`config.mk`:
```
export PLATFORM = sky130hd
export DESIGN_NAME = result_bus_sched
export DESIGN_NICKNAME = d
export VERILOG_FILES = /design/src/rtl/rbs_pkg.sv /design/src/rtl/rbs_ctrl.sv /design/src/rtl/rbs_datapath.sv /design/src/rtl/result_bus_sched.sv
export SDC_FILE = /design/constraint.sdc
export NUM_CORES = 1
export LEC_CHECK = 0
export BUFFER_PORTS_ARGS = -buffer_cell sky130_fd_sc_hd__buf_2
export CAP_MARGIN = 5
export CORE_MARGIN = 5
export CORE_UTILIZATION = 40
export DETAILED_ROUTE_END_ITERATION = 8
export PLACE_DENSITY = 0.57
export REMOVE_ABC_BUFFERS = 1
export SETUP_SLACK_MARGIN = 0.05
export SYNTH_ARGS = -nofsm -noshare
export SYNTH_HDL_FRONTEND = slang
export SYNTH_SLANG_ARGS = --single-unit
```
`constraint.sdc`:
```
create_clock -name clk -period 2.3 [get_ports clk]
set_input_delay 0.46 -clock clk [delete_from_list [all_inputs] [get_ports clk]]
set_output_delay 0.46 -clock clk [all_outputs]
set_load 0.03 [all_outputs]
```
`src/rtl/rbs_pkg.sv`:
```
package rbs_pkg;
  localparam int unsigned UNITS   = 4;   // functional units sharing the bus
  localparam int unsigned MAX_LAT = 6;   // longest unit latency = slot count
  localparam int unsigned TAG_W   = 4;   // reorder-buffer tag width
  localparam int unsigned UNIT_W  = $clog2(UNITS);
  localparam int unsigned STG_W   = $clog2(MAX_LAT + 1);

  // One pending bus claim.
  typedef struct packed {
    logic              valid;
    logic [UNIT_W-1:0] unit;
    logic [TAG_W-1:0]  tag;
  } slot_t;

  // Strobes from control to datapath.
  typedef struct packed {
    logic             book;       // write a new claim this clock
    logic [STG_W-1:0] bookStage;  // slot number (1 = bus end) to write
    logic             flush;      // squash young claims while shifting
  } strobe_t;
endpackage

```
`src/rtl/rbs_ctrl.sv`:
```
module rbs_ctrl
  import rbs_pkg::*;
#(
  parameter int unsigned UNIT_LAT [UNITS] = '{1, 2, 4, 6}
) (
  input  logic               issueValid,
  input  logic [UNIT_W-1:0]  issueUnit,
  input  logic               flushValid,
  input  logic [MAX_LAT-1:0] stageValid,  // bit k-1 = slot k occupied
  output logic               issueReady,
  output strobe_t            strobes
);
  logic [STG_W-1:0] reqLat;
  logic             slotTaken;

  // Booking and shifting happen on the same edge, so slot L+1 of the
  // current contents is the one that becomes slot L afterwards.
  always_comb begin
    reqLat    = STG_W'(UNIT_LAT[issueUnit]);
    slotTaken = 1'b0;
    for (int k = 1; k < MAX_LAT; k++) begin
      if (reqLat == STG_W'(k)) slotTaken = stageValid[k];
    end
  end

  assign issueReady        = !flushValid && !slotTaken;
  assign strobes.book      = issueValid && issueReady;
  assign strobes.bookStage = reqLat;
  assign strobes.flush     = flushValid;
endmodule

```
`src/rtl/rbs_datapath.sv`:
```
module rbs_datapath
  import rbs_pkg::*;
(
  input  logic               clk,
  input  logic               rstN,
  input  strobe_t            strobes,
  input  logic [UNIT_W-1:0]  issueUnit,
  input  logic [TAG_W-1:0]   issueTag,
  input  logic [TAG_W-1:0]   flushTag,
  input  logic [TAG_W-1:0]   robHead,
  output logic [MAX_LAT-1:0] stageValid,
  output logic               busValid,
  output logic [UNITS-1:0]   busGrant,
  output logic [TAG_W-1:0]   busTag
);
  slot_t [MAX_LAT:1] stage;
  slot_t [MAX_LAT:1] stageNext;
  slot_t             newSlot;
  logic [TAG_W-1:0]  flushAge;

  assign newSlot  = '{valid: 1'b1, unit: issueUnit, tag: issueTag};
  assign flushAge = flushTag - robHead;

  for (genvar k = 1; k <= MAX_LAT; k++) begin : g_stage
    slot_t            upper;
    logic [TAG_W-1:0] upAge;
    logic             squash;
    logic             bookHere;

    if (k == MAX_LAT) begin : g_top
      assign upper = '0;
    end else begin : g_mid
      assign upper = stage[k+1];
    end

    assign upAge    = upper.tag - robHead;
    assign squash   = strobes.flush && (upAge >= flushAge);
    assign bookHere = strobes.book && (strobes.bookStage == STG_W'(k));

    assign stageNext[k] = bookHere ? newSlot
                        : '{valid: upper.valid && !squash,
                            unit:  upper.unit,
                            tag:   upper.tag};

    assign stageValid[k-1] = stage[k].valid;
  end

  always_ff @(posedge clk or negedge rstN) begin
    if (!rstN) stage <= '0;
    else       stage <= stageNext;
  end

  assign busValid = stage[1].valid;
  assign busTag   = stage[1].valid ? stage[1].tag : '0;

  always_comb begin
    busGrant = '0;
    if (stage[1].valid) busGrant[stage[1].unit] = 1'b1;
  end
endmodule

```
`src/rtl/result_bus_sched.sv`:
```
module result_bus_sched
  import rbs_pkg::*;
#(
  parameter int unsigned UNIT_LAT [UNITS] = '{1, 2, 4, 6}
) (
  input  logic              clk,
  input  logic              rstN,
  input  logic              issueValid,
  input  logic [UNIT_W-1:0] issueUnit,
  input  logic [TAG_W-1:0]  issueTag,
  output logic              issueReady,
  input  logic              flushValid,
  input  logic [TAG_W-1:0]  flushTag,
  input  logic [TAG_W-1:0]  robHead,
  output logic              busValid,
  output logic [UNITS-1:0]  busGrant,
  output logic [TAG_W-1:0]  busTag
);
  strobe_t            strobes;
  logic [MAX_LAT-1:0] stageValid;

  rbs_ctrl #(.UNIT_LAT(UNIT_LAT)) u_ctrl (
    .issueValid (issueValid),
    .issueUnit  (issueUnit),
    .flushValid (flushValid),
    .stageValid (stageValid),
    .issueReady (issueReady),
    .strobes    (strobes)
  );

  rbs_datapath u_dp (
    .clk        (clk),
    .rstN       (rstN),
    .strobes    (strobes),
    .issueUnit  (issueUnit),
    .issueTag   (issueTag),
    .flushTag   (flushTag),
    .robHead    (robHead),
    .stageValid (stageValid),
    .busValid   (busValid),
    .busGrant   (busGrant),
    .busTag     (busTag)
  );
endmodule

```
# Word level (Yosys, flattened, before mapping)
# Index checks and enable logic that the tools add are counted.
# op_classes
bitwise_logic	1
n_reduce_logical	26
add_sub_neg	6
n_lt_le_gt_ge	8
eq_ne	6
n_mux	18
# op_table
op	count
binary-select mux 32 bit (select 2 bit)	1
two-way mux 7 bit	6
subtractor 4 bit	6
>= comparator 4 bit	5
logical AND 1 bit	19
equality test 3 bit (second input constant)	3
two-way mux 4 bit	2
zero test 1 bit	7
equality test 3 x 2 -> 1 bit (second input constant)	2
two-way mux 1 bit	6
two-way mux 3 bit	2
equality test 3 x 1 -> 1 bit (second input constant)	1
>= comparator 3 bit (second input constant)	1
less-than comparator 2 x 3 -> 1 bit (second input constant)	1
NOT 2 -> 3 bit	1
demux 1 bit (select 2 bit)	1
>= comparator 2 x 1 -> 1 bit (second input constant)	1
# totals
wordCells	83
register_bits	42

# Depth between registers and ports, before layout
# Gate-level depths: netlist (run 1).
# logic_depth
ltp_word	15
ltp_mapped	9

# Modules after synthesis
# A second synthesis (run 1) with hierarchy kept.
# unflattened
cells_unflattened	263
hier_area_um2	2841.5
# by_module_without_submodules
mod	seq_area_each_um2	n_inst	area_each_um2	cells_per_inst
rbs_datapath	1051.0	1	2760.1	253
rbs_ctrl	0.0	1	81.3	10

# Worst setup path after synthesis (run 1)
# No wires, ideal clock.
# synth_path
path_type	input to register
start	input port flushTag[0]
end	register u_dp.stage (netlist bit u_dp.stageValid[4])
path_stages	8
path_buffers	1
slack_ps	-137
setup_time_ps	99
arrival_ps	2338
required_ps	2201
path_cell_list	buf_4 > inv_1 > ha_1 > fa_1 > ha_1 > a21o_1 > maj3_2 > a311oi_1
# synth_rtl
element	line_no	source
start: declaration	result_bus_sched.sv:13	input logic [TAG_W-1:0] flushTag,
end signal: assignment	rbs_datapath.sv:50	else stage <= stageNext;
end: declaration	rbs_datapath.sv:16	slot_t [MAX_LAT:1] stage;

==> results of run 1 <==
[final cells by class]
class | instances | area (um2)
flip-flops and latches | 42 | 1050
clock buffers | 6 | 82.6
well taps | 77 | 96.3
clock inverters | 2 | 12.5
inverters | 19 | 75.1
repair buffers | 55 | 358
multi-input cells | 167 | 1490
fillers | 609 | 3260
[metal layers]
layer  up-vias  routed length (um)  GRT usage
li1        950                   -          -
met5         -                   0          0
met1       912                2900      0.211
met2        45                2900      0.247
met4         0                  34     0.0297
met3         4                 226     0.0286
[cells in the mapped netlist (3+ instances only)]
cell	count
dfrtp_1	42
ha_1	23
inv_1	19
clkbuf_1	14
mux2_2	11
and2_1	10
xor2_1	10
nor2_1	7
a21o_1	6
fa_1	6
and3_1	5
and3b_1	5
nand3b_1	5
o21ai_0	5
nand2_1	4
nand2b_1	4
nand3_1	4
o21a_1	4
or3_1	4
xnor2_1	4
a31oi_1	3
maj3_1	3
nand4_1	3
nor2b_1	3
nor3_1	3
o22ai_1	3
[cell usage in the layout, fill, tap and decap left out, types with 5 or more instances in the layout]
| cell type | Yosys | final |
|---|---|---|
| and2_1 | 10 | 10 |
| a21o_1 | 6 | 6 |
| mux2_2 | 11 | 11 |
| fa_1 | 6 | 5 |
| dfrtp_1 | 42 | 42 |
| and3b_1 | 5 | 5 |
| buf_4 | 1 | 27 |
| inv_1 | 19 | 18 |
| clkbuf_8 | 0 | 6 |
| ha_1 | 23 | 21 |
| nor2_1 | 7 | 7 |
| buf_2 | 1 | 27 |
| xor2_1 | 10 | 10 |
| and3_1 | 5 | 5 |
| nand3b_1 | 5 | 5 |
[where the power goes]
group          leakage [nW]  switching (mW)  internal, mW
logic                  1.03           0.241         0.226
clock network        0.0472           0.253         0.241
registers             0.575          0.0232         0.766
total                  1.65           0.517          1.23
[timing repair]
action	in CTS	in global routing
resized for setup	1	7
pin swaps	0	4
gates cloned	0	0
setup endpoints to repair	1	5
buffers inserted	0	5
[metrics by stage]
step                       util  hold WS, ns  instances  area, um2  setup slack [ns]
after floorplan               -        0.164        228       2600           0.00281
after CTS                 0.482        0.240        363       3100            0.0719
after detailed placement  0.467        0.336        355       3000            -0.291
final                     0.493        0.224        368       3170             0.126
after global routing      0.493        0.270        368       3170           0.00897
after global placement    0.467        0.334        355       3000            -0.243
[worst max-delay path, delay by kind of cell, from the launching register on]
family,cells,cell delay [ns]
buf+inv,2,0.12
compound gates,2,0.42
flops,1,0.40
fa+ha+maj,4,1.16
[flip-flops by register name (all words and copies together), names as in the netlist]
signal / flops
u_dp.busValid: 1
u_dp.g_stage.upper: 30
u_dp.stage: 6
u_dp.stageValid: 5
[worst max-delay path by stage]
stage	from	end	slack, ns	cells past startpoint
floorplan	robHead[1]	u_dp.stageValid[4]	0.003	6
global placement	robHead[0]	u_dp.busValid	-0.24	8
detailed placement	robHead[0]	u_dp.busValid	-0.29	8
CTS	robHead[1]	u_dp.busValid	0.07	8
global route	u_dp.g_stage[3].upper[0]	u_dp.stageValid[2]	0.009	8
finish	u_dp.g_stage[2].upper[0]	u_dp.stageValid[1]	0.13	8
[logic make-up (layout without fill, tap and decap cells)]
logic type | after synthesis | in the layout
mux | 12 | 12
simple gates | 65 | 65
xor+xnor | 15 | 15
compound gates | 42 | 42
fa+ha+maj | 33 | 33
buf+inv | 36 | 82
flops | 42 | 42
==> reports/summary.txt, run 1 <==
WP data arrival -> 2.38 ns
Synth Area in XOR/XNOR -> 0.0543
Die ar. -> 0.00842 mm2
Power Total -> 1.75 mW
area leader, netlist -> dfrtp_1
Synth area leaders -> dfrtp_1 39%, ha_1 11%, mux2_2 4.6%
Unique masters post-synth -> 54
adder-cell share of the synthesized area -> 0.168
Synth warnings -> 0
RSZ-0062 raised after global routing -> yes
# clock sinks -> 42
slowest stage cell, crit path -> fa_1
number of port buffers -> 27
Overflow after GRT -> 0
Synth Flop Type -> dfrtp_1
post-synthesis mux area share -> 0.0501
Avg Cell Area, Syn -> 10.9 um2
clk_skew -> 0.00831 ns
Crit Path Class -> flop to flop
endpoint class of the critical path -> flop
Worst EP required -> 2.51 ns
status -> finished, final reports clean
Ports -> 28
Antenna Violating Nets Remaining -> 0
antenna violations before repair -> 0
FMAX -> 0.460 GHz
post-synth top area share -> 0.393
hold_buf cts -> 0
Die Width -> 91.7 um
drt drc -> 0
synthesized flop and latch total -> 42
Clock Pin Slew Worst Setup and Hold Paths -> 0.08 ns
largest net degree at the start of global routing -> 43
DP HPWL -> 4820 um
main combinational cell family by area after synthesis -> adder cells
Final setup viols -> 0
fin crit share -> 0.945
maximum vdd drop -> 374 uV
final hold viol count -> 0
Mapped Cells -> 245
worst r2r src -> u_dp.g_stage[2].upper[0]
nets@finish -> 337
drt first-iter violations -> 86
Power Dens Cells -> 553 mW/mm2
Longest Clk Path Bufs -> 2
DR vias/cell -> 5.19
Reg2Reg Setup Slack -> 0.13 ns
setup TNS -> 0 ns
first-pass GRT wire length -> 10000 um
Lkg Pwr -> 1.65 nW
CTS Buf Count -> 5
die height -> 91.7 um
simple logic cell fraction of the synthesized area -> 0.159
worst rel slew slack -> 0.648
crit-path max FO -> 3
DRT Wirelength -> 6060 um
CP peak stage delay -> 0.43 ns
layout cell share with drive strength beyond 1 -> 0.320
Cell Area, Synth -> 0.00267 mm2
vias in the first global route -> 1959
EDFF count, synth -> 0
H-tree levels -> 2
max capacitance violation total -> 0
ys async rst share -> 1.00
min Tclk post-route -> 2.17 ns
initial core utilization -> 0.416
worst min-delay path class -> input port to asynchronous set/reset pin
Slew Viols, Final -> 0
Synth Area in Compound Gates -> 0.120
GRT Resource Usage Total -> 0.151
WL/cell -> 16.5 um
ant diodes -> 0
vias post-DR -> 1911
Pre-Repair DR Iteration Count -> 4
CTS tree -> built
Least-Margin Pin Slew -> 0.526 ns
core area -> 0.00642 mm2
crit start category -> flop
crit-path cells -> inv_1 -> ha_1 -> inv_1 -> fa_1 -> ha_1 -> maj3_1 -> a211o_1 -> a41oi_1
Reg2Reg Depth -> 8
post-synthesis sequential area ratio -> 0.393
root buf cell -> clkbuf_8
clk_lat worst skew -> 0.29 ns
R2R Path End -> u_dp.stageValid[1]
Rows -> 29
Layout area overhead -> 18.4%
routability congestion estimate -> 0.872
Power figures use the tool's default switching activity.
==> run 2, diff against run 1 <==
PLACE_DENSITY = not set   (was 0.57)
PLACE_DENSITY_LB_ADDON = 0.15   (was not set)
==> reports/summary.txt, run 2 (synthesis gave the netlist of run 1 again) <==
nets@finish -> 337
drt first-iter violations -> 112
worst rel slew slack -> 0.570
Place WS -> -0.286 ns
first-pass GRT wire length -> 10500 um
initial core utilization -> 0.416
Worst EP required -> 2.49 ns
GRT Resource Usage Total -> 0.161
Final WS setup -> 0.0814 ns
Overflow after GRT -> 0
Slew Viols, Final -> 0
Antenna Violating Nets Remaining -> 0
Layout area overhead -> 20.0%
CP bufs+invs -> 2
drt drc -> 0
Die ar. -> 0.00842 mm2
min Tclk post-route -> 2.22 ns
crit-path max FO -> 2
Worst path top cell family by delay -> adder cells
vias in the first global route -> 2035
endpoint class of the critical path -> flop
Die Width -> 91.7 um
Pre-Repair DR Iteration Count -> 4
antenna violations before repair -> 0
FMAX -> 0.451 GHz
clk_lat worst skew -> 0.29 ns
Reg2Reg Depth -> 8
max capacitance violation total -> 0
Power Dens Cells -> 571 mW/mm2
core area -> 0.00642 mm2
RSZ-0062 raised after global routing -> yes
DR vias/cell -> 5.36
largest net degree at the start of global routing -> 43
hold_buf cts -> 0
Crit Path Class -> flop to flop
Lkg Pwr -> 1.66 nW
Longest Clk Path Bufs -> 2
worst r2r src -> u_dp.g_stage[5].upper[0]
Reg2Reg Setup Slack -> 0.08 ns
CTS tree -> built
layout cell share with drive strength beyond 1 -> 0.340
Ports -> 28
met3 wire len -> 321 um
DP HPWL -> 4960 um
worst min-delay path class -> input port to asynchronous set/reset pin
final core utilization -> 0.500
WP data arrival -> 2.41 ns
status -> finished, final reports clean
met2 WL post-DR -> 3050 um
R2R Path End -> u_dp.stageValid[4]
vias post-DR -> 1971
final hold viol count -> 0
root buf cell -> clkbuf_8
Fillers -> 591
Least-Margin Pin Slew -> 0.643 ns
maximum vdd drop -> 340 uV
met1 wire length -> 2910 um
routability congestion estimate -> 0.836
ant diodes -> 0
Final setup viols -> 0
fin crit share -> 0.965
DRT Wirelength -> 6340 um
H-tree levels -> 2
number of port buffers -> 27
Clock Pin Slew Worst Setup and Hold Paths -> 0.08 ns
clk_skew -> 0.00955 ns
minimum hold slack -> 0.225 ns
slowest stage cell, crit path -> fa_1
number of flip-flops in the largest register -> 30
Top Metal Used -> met4
die height -> 91.7 um
crit-path cells -> inv_1 -> ha_2 -> inv_2 -> fa_1 -> ha_1 -> a21o_1 -> maj3_2 -> a311oi_2
crit start category -> flop
# clock sinks -> 42
commonest non-fill, non-tap cell in the layout -> dfrtp_1
CP peak stage delay -> 0.45 ns
WL/cell -> 17.2 um
Rows -> 29
CTS Buf Count -> 5
most frequent cells in the layout -> 42 x dfrtp_1, 28 x buf_4, 26 x buf_2
run 2: layer usage:
metal  GRT usage  vias up
li1            -      951
met4      0.0458        0
met1       0.227      969
met3      0.0262        4
met5           0        -
met2       0.256       47
run 2: worst max-delay path by stage:
stage	from	to	slack (ns)	cells past startpoint
after CTS	u_dp.g_stage[3].upper[0]	u_dp.stageValid[2]	0.06	8
after floorplan	robHead[1]	u_dp.stageValid[4]	0.003	6
after global placement	flushTag[0]	u_dp.stageValid[2]	-0.26	8
final	u_dp.g_stage[5].upper[0]	u_dp.stageValid[4]	0.08	8
after global routing	u_dp.g_stage[5].upper[0]	u_dp.stageValid[4]	0.03	8
after detailed placement	robHead[0]	u_dp.stageValid[3]	-0.29	8
run 2: cell type report:
type / instances / area (um2) / share of cell area
clock buffer: 7 / 76.3 / 0.0238
clock inverter: 1 / 30.0 / 0.00936
inverter: 19 / 71.3 / 0.0222
multi-input combinational: 167 / 1540 / 0.479
sequential: 42 / 1050 / 0.328
tap: 77 / 96.3 / 0.0300
timing repair buffer: 55 / 348 / 0.108
run 2: power by group:
part           switching [mW]  internal (mW)
Sequential             0.0224          0.767
Combinational           0.253          0.221
Clock                   0.243          0.325
Total                   0.518           1.31
run 2: stage by stage:
| stage | power (mW) | instances | cell area [um2] | setup TNS, ns |
|---|---|---|---|---|
| finish | 1.83 | 368 | 3210 | 0 |
| global route | 1.94 | 368 | 3210 | 0 |
| CTS | 1.84 | 366 | 3160 | 0 |
| detailed placement | 1.25 | 356 | 3010 | -1.11 |
| global placement | 1.25 | 356 | 3010 | -0.873 |
| floorplan | 1.08 | 228 | 2600 | 0 |
run 2: worst register-to-register path, stage by stage, from the launching register on:
cell,delay [ns]
dfrtp_1,0.39
inv_1,0.06
ha_2,0.18
inv_2,0.04
fa_1,0.45
ha_1,0.28
a21o_1,0.17
maj3_2,0.31
a311oi_2,0.24
run 2: repair_timing:
item,CTS,global route
pin swaps,4,9
endpoints found under the setup margin,3,4
buffers inserted,2,2
resized for setup,7,12
